===== src/rtl/kbd_pkg.sv =====
package kbd_pkg;
  localparam int CODE_W = 8;

  typedef struct packed {
    logic              ext;
    logic              shift;
    logic              ctrl;
    logic [CODE_W-1:0] code;
  } key_ent_t;
endpackage


===== src/rtl/kbd_fifo.sv =====
module kbd_fifo
  import kbd_pkg::*;
#(
  parameter int DEPTH = 7,
  localparam int PTR_W = (DEPTH > 1) ? $clog2(DEPTH) : 1,
  localparam int CNT_W = $clog2(DEPTH + 1)
) (
  input  logic             clk_i,
  input  logic             rst_ni,
  input  logic             push_i,
  input  logic             pop_i,
  input  key_ent_t         din_i,
  output key_ent_t         head_o,
  output logic             empty_o,
  output logic [CNT_W-1:0] count_o
);
  key_ent_t         mem_q [DEPTH];
  logic [PTR_W-1:0] wr_q, rd_q;
  logic [CNT_W-1:0] cnt_q;
  logic             do_push, do_pop;

  function automatic logic [PTR_W-1:0] nxt(input logic [PTR_W-1:0] p);
    return (p == PTR_W'(DEPTH - 1)) ? '0 : p + PTR_W'(1);
  endfunction

  // full test uses pre-pop count: a push into a full queue is dropped
  assign do_push = push_i && (cnt_q < CNT_W'(DEPTH));
  assign do_pop  = pop_i && (cnt_q != '0);

  always_ff @(posedge clk_i or negedge rst_ni) begin
    if (!rst_ni) begin
      wr_q  <= '0;
      rd_q  <= '0;
      cnt_q <= '0;
    end else begin
      if (do_push) wr_q <= nxt(wr_q);
      if (do_pop)  rd_q <= nxt(rd_q);
      case ({do_push, do_pop})
        2'b10:   cnt_q <= cnt_q + CNT_W'(1);
        2'b01:   cnt_q <= cnt_q - CNT_W'(1);
        default: cnt_q <= cnt_q;
      endcase
    end
  end

  for (genvar g = 0; g < DEPTH; g++) begin : g_slot
    always_ff @(posedge clk_i or negedge rst_ni) begin
      if (!rst_ni)                                  mem_q[g] <= '0;
      else if (do_push && (wr_q == PTR_W'(g)))      mem_q[g] <= din_i;
    end
  end

  assign empty_o = (cnt_q == '0);
  assign head_o  = empty_o ? '0 : mem_q[rd_q];
  assign count_o = cnt_q;
endmodule


===== src/rtl/kbd_route.sv =====
module kbd_route
  import kbd_pkg::*;
#(
  parameter logic [CODE_W-1:0] SUP_KEY = 8'h07
) (
  input  logic              valid_i,
  input  logic [CODE_W-1:0] code_i,
  input  logic              ext_i,
  input  logic              release_i,
  input  logic              intercept_i,
  output logic              fwd_o,
  output logic              push_o
);
  logic sup_key;

  assign sup_key = (code_i == SUP_KEY) && !ext_i;
  assign fwd_o   = valid_i && !intercept_i && !sup_key;
  assign push_o  = valid_i && !release_i && (intercept_i || sup_key);
endmodule


===== src/rtl/kbd_io.sv =====
module kbd_io
  import kbd_pkg::*;
#(
  parameter logic [7:0] MODE_PORT = 8'h81,
  parameter logic [7:0] CODE_PORT = 8'h82,
  parameter logic [7:0] STAT_PORT = 8'h83,
  parameter int         MODE_BIT  = 1
) (
  input  logic       clk_i,
  input  logic       rst_ni,
  input  logic       wr_i,
  input  logic       rd_i,
  input  logic [7:0] addr_i,
  input  logic [7:0] wdata_i,
  input  key_ent_t   head_i,
  input  logic       empty_i,
  output logic [7:0] rdata_o,
  output logic       pop_o,
  output logic       intercept_o
);
  logic       mode_q;
  logic       unused_wdata;
  logic [7:0] stat;

  assign unused_wdata = ^(wdata_i & ~(8'(1) << MODE_BIT));

  always_ff @(posedge clk_i or negedge rst_ni) begin
    if (!rst_ni)                           mode_q <= 1'b0;
    else if (wr_i && addr_i == MODE_PORT)  mode_q <= wdata_i[MODE_BIT];
  end

  assign stat = {!empty_i, 3'b000, head_i.ctrl, head_i.shift, 1'b0, head_i.ext};

  always_comb begin
    rdata_o = 8'h00;
    if (rd_i && addr_i == CODE_PORT) rdata_o = head_i.code;
    if (rd_i && addr_i == STAT_PORT) rdata_o = stat;
  end

  assign pop_o       = rd_i && (addr_i == STAT_PORT);
  assign intercept_o = mode_q;
endmodule


===== src/rtl/kbd_intercept.sv =====
module kbd_intercept
  import kbd_pkg::*;
#(
  parameter int         DEPTH     = 7,
  parameter logic [7:0] SUP_KEY   = 8'h07,
  parameter logic [7:0] MODE_PORT = 8'h81,
  parameter logic [7:0] CODE_PORT = 8'h82,
  parameter logic [7:0] STAT_PORT = 8'h83,
  localparam int        CNT_W     = $clog2(DEPTH + 1)
) (
  input  logic       clk_i,
  input  logic       rst_ni,
  input  logic       key_valid_i,
  input  logic [7:0] key_code_i,
  input  logic       key_ext_i,
  input  logic       key_release_i,
  input  logic       key_shift_i,
  input  logic       key_ctrl_i,
  input  logic       io_wr_i,
  input  logic       io_rd_i,
  input  logic [7:0] io_addr_i,
  input  logic [7:0] io_wdata_i,
  output logic [7:0] io_rdata_o,
  output logic       host_valid_o,
  output logic [7:0] host_code_o,
  output logic       host_ext_o,
  output logic       host_release_o,
  output logic       host_force_up_o,
  output logic       nmi_req_o
);
  logic             intercept, q_push, q_pop, q_empty;
  logic [CNT_W-1:0] q_count;
  key_ent_t         q_head, q_din;

  assign q_din = '{ext: key_ext_i, shift: key_shift_i, ctrl: key_ctrl_i, code: key_code_i};

  kbd_route #(.SUP_KEY(SUP_KEY)) u_route (
    .valid_i    (key_valid_i),
    .code_i     (key_code_i),
    .ext_i      (key_ext_i),
    .release_i  (key_release_i),
    .intercept_i(intercept),
    .fwd_o      (host_valid_o),
    .push_o     (q_push)
  );

  kbd_fifo #(.DEPTH(DEPTH)) u_fifo (
    .clk_i  (clk_i),
    .rst_ni (rst_ni),
    .push_i (q_push),
    .pop_i  (q_pop),
    .din_i  (q_din),
    .head_o (q_head),
    .empty_o(q_empty),
    .count_o(q_count)
  );

  kbd_io #(
    .MODE_PORT(MODE_PORT),
    .CODE_PORT(CODE_PORT),
    .STAT_PORT(STAT_PORT),
    .MODE_BIT (1)
  ) u_io (
    .clk_i      (clk_i),
    .rst_ni     (rst_ni),
    .wr_i       (io_wr_i),
    .rd_i       (io_rd_i),
    .addr_i     (io_addr_i),
    .wdata_i    (io_wdata_i),
    .head_i     (q_head),
    .empty_i    (q_empty),
    .rdata_o    (io_rdata_o),
    .pop_o      (q_pop),
    .intercept_o(intercept)
  );

  assign host_code_o     = key_code_i;
  assign host_ext_o      = key_ext_i;
  assign host_release_o  = key_release_i;
  assign host_force_up_o = intercept;
  assign nmi_req_o       = !intercept && !q_empty;
endmodule


===== config.mk =====
export PLATFORM = sky130hd
export DESIGN_NAME = kbd_intercept
export DESIGN_NICKNAME = d
export VERILOG_FILES = /design/src/rtl/kbd_pkg.sv /design/src/rtl/kbd_fifo.sv /design/src/rtl/kbd_route.sv /design/src/rtl/kbd_io.sv /design/src/rtl/kbd_intercept.sv
export SDC_FILE = /design/constraint.sdc
export NUM_CORES = 1
export LEC_CHECK = 0
export BUFFER_PORTS_ARGS = -buffer_cell sky130_fd_sc_hd__buf_2
export CAP_MARGIN = 20
export CORE_ASPECT_RATIO = 0.6
export CORE_MARGIN = 10
export CORE_UTILIZATION = 45
export CTS_CLUSTER_DIAMETER = 100
export DETAILED_ROUTE_END_ITERATION = 16
export HOLD_SLACK_MARGIN = 0.06
export SLEW_MARGIN = 20
export SYNTH_ARGS = -nofsm -noshare
export SYNTH_HDL_FRONTEND = slang
export SYNTH_SLANG_ARGS = --single-unit

===== constraint.sdc =====
create_clock -name clk_i -period 3.2 [get_ports clk_i]
set_input_delay 0 -clock clk_i [delete_from_list [all_inputs] [get_ports clk_i]]
set_output_delay 0 -clock clk_i [all_outputs]
set_load 0.03 [all_outputs]

Word-level counts from Yosys, hierarchy flattened
Index checks and enable logic that the tools add are counted.

storage, ports and cells
  flip-flop bits (word level) = 87
  bits of input ports = 33
  output and inout bits = 21

cells by class
  add/sub/neg operators = 4
  $lt $le $gt $ge = 2
  equal/unequal tests = 13
  mux-type cells = 9
  bitwise gates (word level) = 1
  reductions and logical operators = 28

operators by type and width
  cell                   number
  $bmux W11 S3           1
  $mux W11               3
  $eq A8 B8 Y1 const B   3
  $logic_and A1 B1 Y1    18
  $mux W8                2
  $eq A3 B3 Y1 const B   4
  $add A3 B1 Y3 const B  3
  $eq A8 B3 Y1 const B   1
  $eq A3 B2 Y1 const B   2
  $logic_not A3 Y1       2
  $mux W3                2
  $pmux W3 S2            1
  $logic_not A1 Y1       5
  $ge A4 B4 Y1 const B   1
  $not A3 Y4             1
  $eq A3 B1 Y1 const B   1
  $lt A3 B3 Y1 const B   1
  $reduce_bool A3 Y1     1
  $sub A3 B1 Y3 const B  1
  $eq A2 B1 Y1 const B   1
  $eq A2 B2 Y1 const B   1
  $reduce_bool A2 Y1     1
  $logic_or A1 B1 Y1     1

Longest topological paths before layout
  depth after elaboration = 7
  gate-level depth with buffers = 9
  mapped depth without buffers = 8

Cells and area by module
From an unflattened synthesis, not the netlist that was laid out.

second synthesis, totals
  cells, all modules = 328
  area, all modules = 4415.5 um^2

by module, submodules not included
  module         instances  cells each  area an instance (um^2)  sequential area each (um^2)
  kbd_fifo       1          282         4093.9                   2152.1
  kbd_io         1          30          201.4                    25.0
  kbd_intercept  1          11          78.8                     0.0
  kbd_route      1          5           41.3                     0.0

Least setup slack after synthesis
Ideal clock, no wire load.

  path type = register -> register
  start = register u_fifo.cnt_q[0], in the netlist u_fifo.count_o[0]
  end = register u_fifo.cnt_q[2], in the netlist u_fifo.count_o[2]
  data arrival time = 2.202 ns
  data required time = 3.075 ns
  setup slack = 0.873 ns
  cell stages (with the launch flop) = 10
  path buffers = 1
  clock period less this slack = 2.327 ns
  path through = dfrtp_1 -> o311ai_0 -> or4_1 -> clkbuf_1 -> inv_1 -> ha_1 -> fa_1 -> xnor2_1 -> nor2_1 -> xor2_1

between the ends
  cells in the longest elaborated chain, start to end = 4
  elaborated cells on any way between the ends = 10

RTL lines
  item                                               RTL line        source
  from (decl)                                        kbd_fifo.sv:19  logic [CNT_W-1:0] cnt_q;
  from (signal assigned)                             kbd_fifo.sv:39  2'b10: cnt_q <= cnt_q + CNT_W'(1);
  from (signal assigned)                             kbd_fifo.sv:40  2'b01: cnt_q <= cnt_q - CNT_W'(1);
  from (signal assigned)                             kbd_fifo.sv:41  default: cnt_q <= cnt_q;
  $reduce_bool A3 Y1 (*)                             kbd_fifo.sv:28  assign do_pop = pop_i && (cnt_q != '0);
  $logic_and A1 B1 Y1 (*)                            kbd_fifo.sv:28
  via u_fifo.do_pop                                  kbd_fifo.sv:20  logic do_push, do_pop;
  $eq A2 B1 Y1 or $eq A2 B2 Y1 (tied branches)       kbd_fifo.sv:38  case ({do_push, do_pop})
  $pmux W3 S2 or $reduce_bool A2 Y1 (tied branches)  -

The timed path passes the listed nets; every way through them passes the cells marked *.
A chain may end at the register's enable or synchronous reset.

Final worst setup path
  start = register u_fifo.cnt_q[0], in the netlist u_fifo.count_o[0]
  end = register u_fifo.cnt_q[1], in the netlist u_fifo.count_o[1]

The elaborated chain is that of the path after synthesis.

==> flow_metrics.env <==
export IMPL_clk_pin_slew_ps=60
export IMPL_numClockSinks=87
export IMPL_io_pins=54
export IMPL_rsz0062_at_grt="no"
export IMPL_grt_pass1_vias=2999
export IMPL_cp_end_kind="flip-flop"
export IMPL_die_area_um2=14200
export IMPL_pwr_share_comb_pct=11.4
export IMPL_timing_hold_ws_ps=78.7
export IMPL_clock_path_buffers=2
export IMPL_first_pass_iters=4
export IMPL_antenna_found_initial=0
export IMPL_insertion_delay_ps=340
export IMPL_min_path_cells=2
export IMPL_yosysTopAreaCell="dfrtp_1"
export IMPL_drv_cap=0
export IMPL_synth_top_area_share_pct=49.8
export IMPL_synthArstFlopShare_pct=100
export IMPL_synth_adder_area_share_pct=1.03
export IMPL_cts_buffers=9
export IMPL_vias=2872
export IMPL_synth_fp_nets=373
export IMPL_cts_setup_buffers=0
export IMPL_yosysSeqAreaShare_pct=49.8
export IMPL_core_um2=9320
export IMPL_maxSlewHeadroom_pct=42.2
export IMPL_hold_end="u_fifo.mem_q[29]"
export IMPL_maxSlewViolCount=0
export IMPL_power_frac_clock_pct=42.0
export IMPL_synth_edf_count=0
export IMPL_initial_core_util_pct=46.9
export IMPL_synth_ff_type="dfrtp_1"
export IMPL_path_class="flip-flop to flip-flop"
export IMPL_fmax_ghz=0.388
export IMPL_ant_nets=0
export IMPL_fin_crit_sh_pct=80.4
export IMPL_synth_area_um2=4380
export IMPL_grt_overflow_total=0
export IMPL_grt_pass1_wl_mm=17.0
export IMPL_fillers=803
export IMPL_start_kind="flip-flop"
export IMPL_synthCells=337
export IMPL_wl_per_cell_um=20.6
export IMPL_nets=418
export IMPL_die_w_um=147
export IMPL_reg2regPathDepth=6
export IMPL_sw_frac_of_total_pct=24.3
export IMPL_seq_power_share_pct=46.6
export IMPL_gp_congestion=0.774
export IMPL_numPortBuffers=46
export IMPL_critical_path_peak_fanout=9
export IMPL_tightest_slew_ps=868
export IMPL_diodes=0
export IMPL_synth_xor_area_share_pct=0.601
export IMPL_clockRootBuffer="clkbuf_16"
export IMPL_ys_types=50
export IMPL_rows=27
export IMPL_finalHoldViolCount=0
export IMPL_viasPerCell=5.56
export IMPL_die_y_um=96.4
export IMPL_ys_warn_count=0
export IMPL_irDropWorstVdd_v=0.000303
export IMPL_synthSimpleGateAreaFrac_pct=9.15
export IMPL_tns_ps=0
export IMPL_p_sw_w=0.000628
export IMPL_p_leak_nw=2.40
export IMPL_synthTopCellsByArea="dfrtp_1 50%, mux2_2 15%, mux2i_1 4.1%"
export IMPL_status="finished clean"
export IMPL_fin_worst_skew_ps=8.79
export IMPL_critPathRequiredTime_ps=3420
export IMPL_initialDrtViolationCount=182
export IMPL_internal_power_w=0.00196
export IMPL_regArea_um2=2180
export IMPL_cp_arrival_ps=2800
export IMPL_setup_violations=0
export IMPL_multiInputGateArea_um2=1970
export IMPL_dp_hpwl_mm=7.10
export IMPL_synthTopCellsByCount="87 x dfrtp_1, 58 x mux2_2, 20 x a22o_1, 18 x mux2i_1, 16 x nor2_1"
export IMPL_areaGrowthSynthToFinish_pct=16.0
export IMPL_h_tree_depth=3
export IMPL_drt_wl_total_mm=10.6
export IMPL_synth_top_family_by_area="multiplexers"
export IMPL_avgSynthCellArea_um2=13.0
export IMPL_min_delay_start="key_code_i[7]"
export IMPL_synth_most_common_cell="dfrtp_1"
export IMPL_regToRegStartpoint="u_fifo.count_o[0]"
export IMPL_cts_tree="done"
export IMPL_muxShareOfSynthArea_pct=23.2
export IMPL_rr_endpoint="u_fifo.count_o[1]"
export IMPL_grt_max_degree=38
export IMPL_drive_gt1_share_pct=42.1
export IMPL_synth_compound_area_share_pct=10.8
export IMPL_grt_total_usage_pct=15.5
export IMPL_hold_class="primary input to flip-flop"
export IMPL_period_needed_ps=2570
export IMPL_power_density_nw_per_um2=509
export IMPL_post_route_drc_count=0
export IMPL_cp_startpoint="u_fifo.count_o[0]"
export IMPL_reg2reg_slack_ps=630
export IMPL_synth_ff_latch_count=87
==> stage by stage <==
stage                     setup slack, ps  utilization [%]  power, W  instances  cell area, µm²
final                                 626             54.4   0.00258        517            5070
after floorplan                       873                -   0.00141        337            4380
after global placement                692             49.8   0.00150        489            4640
after detailed placement              616             49.8   0.00151        489            4640
after global routing                  464             54.4   0.00268        517            5070
after CTS                             602             54.4   0.00261        517            5070
==> what timing repair did <==
action                                  in CTS  in global routing
resized for setup                            0                  0
hold buffers                                12                  0
endpoints found under the setup margin       0                  0
hold endpoints to repair                    81                  0
==> cell type report <==
| cell class | count | area share (%) |
|---|---|---|
| inverters | 4 | 0.296 |
| repair buffers | 69 | 8.58 |
| multi-input cells | 211 | 38.9 |
| well taps | 130 | 3.21 |
| flip-flops and latches | 87 | 42.9 |
| clock buffers | 13 | 5.33 |
| clock inverters | 3 | 0.789 |
==> logic make-up (layout without fill, tap and decap cells) <==
logic type	count (synthesis)	in the layout
AO/OA/AOI/OAI	60	60
buffers and inverters	39	89
AND/OR/NAND/NOR	61	61
XOR/XNOR	3	3
multiplexers	84	84
flip-flops	87	87
adder cells (fa/ha/maj)	3	3
==> registers in the layout (all words and copies together), names as in the netlist <==
signal and flops:
u_fifo.wr_q 3, u_fifo.count_o 3, u_fifo.mem_q 77, u_io.intercept_o 1, u_fifo.rd_q 3
==> worst max-delay path by stage <==
stage,end,cells past startpoint,slack [ps]
after global routing,u_fifo.count_o[2],8,460
after floorplan,u_fifo.count_o[2],9,870
after CTS,u_fifo.count_o[1],6,600
final,u_fifo.count_o[1],6,630
after detailed placement,u_fifo.count_o[1],6,620
after global placement,u_fifo.count_o[1],6,690
==> cells in the final DEF (no fill, tap or decap), types with 4 or more instances in the layout <==
cell | Yosys | final
a211oi_1 | 5 | 5
a21oi_1 | 6 | 6
a22o_1 | 20 | 20
and2b_2 | 10 | 10
buf_2 | 5 | 45
buf_4 | 13 | 12
clkbuf_16 | 0 | 9
dfrtp_1 | 87 | 87
dlygate4sd3_1 | 0 | 12
inv_1 | 4 | 4
mux2_2 | 58 | 58
mux2i_1 | 18 | 18
mux4_2 | 8 | 8
nor2_1 | 16 | 16
nor2b_1 | 5 | 5
o21ai_0 | 5 | 5
o2bb2ai_1 | 4 | 4
or4_4 | 4 | 4
==> routing by layer <==
metal / vias to the layer above / routed length (µm) / track usage, %
met5: - / 0 / 0
met4: 0 / 87 / 4.43
met3: 8 / 707 / 4.87
met2: 70 / 4770 / 24.8
met1: 1464 / 5070 / 20.2
li1: 1330 / - / -
==> critical path: stages (launching register included) <==
cell	delay, ps
dfrtp_1	460
o311ai_0	180
or4_1	720
inv_1	180
ha_1	220
fa_1	430
mux2_2	270
==> power by group through the flow <==
stage / clock network (W) / logic, W / registers [W]
final: 0.00108 / 0.000295 / 0.00120
after global routing: 0.00115 / 0.000322 / 0.00121
after CTS: 0.00111 / 0.000298 / 0.00120
after detailed placement: 0 / 0.000284 / 0.00122
after global placement: 0 / 0.000279 / 0.00122
after floorplan: 0 / 0.000213 / 0.00119
Power figures use the tool's default switching activity.
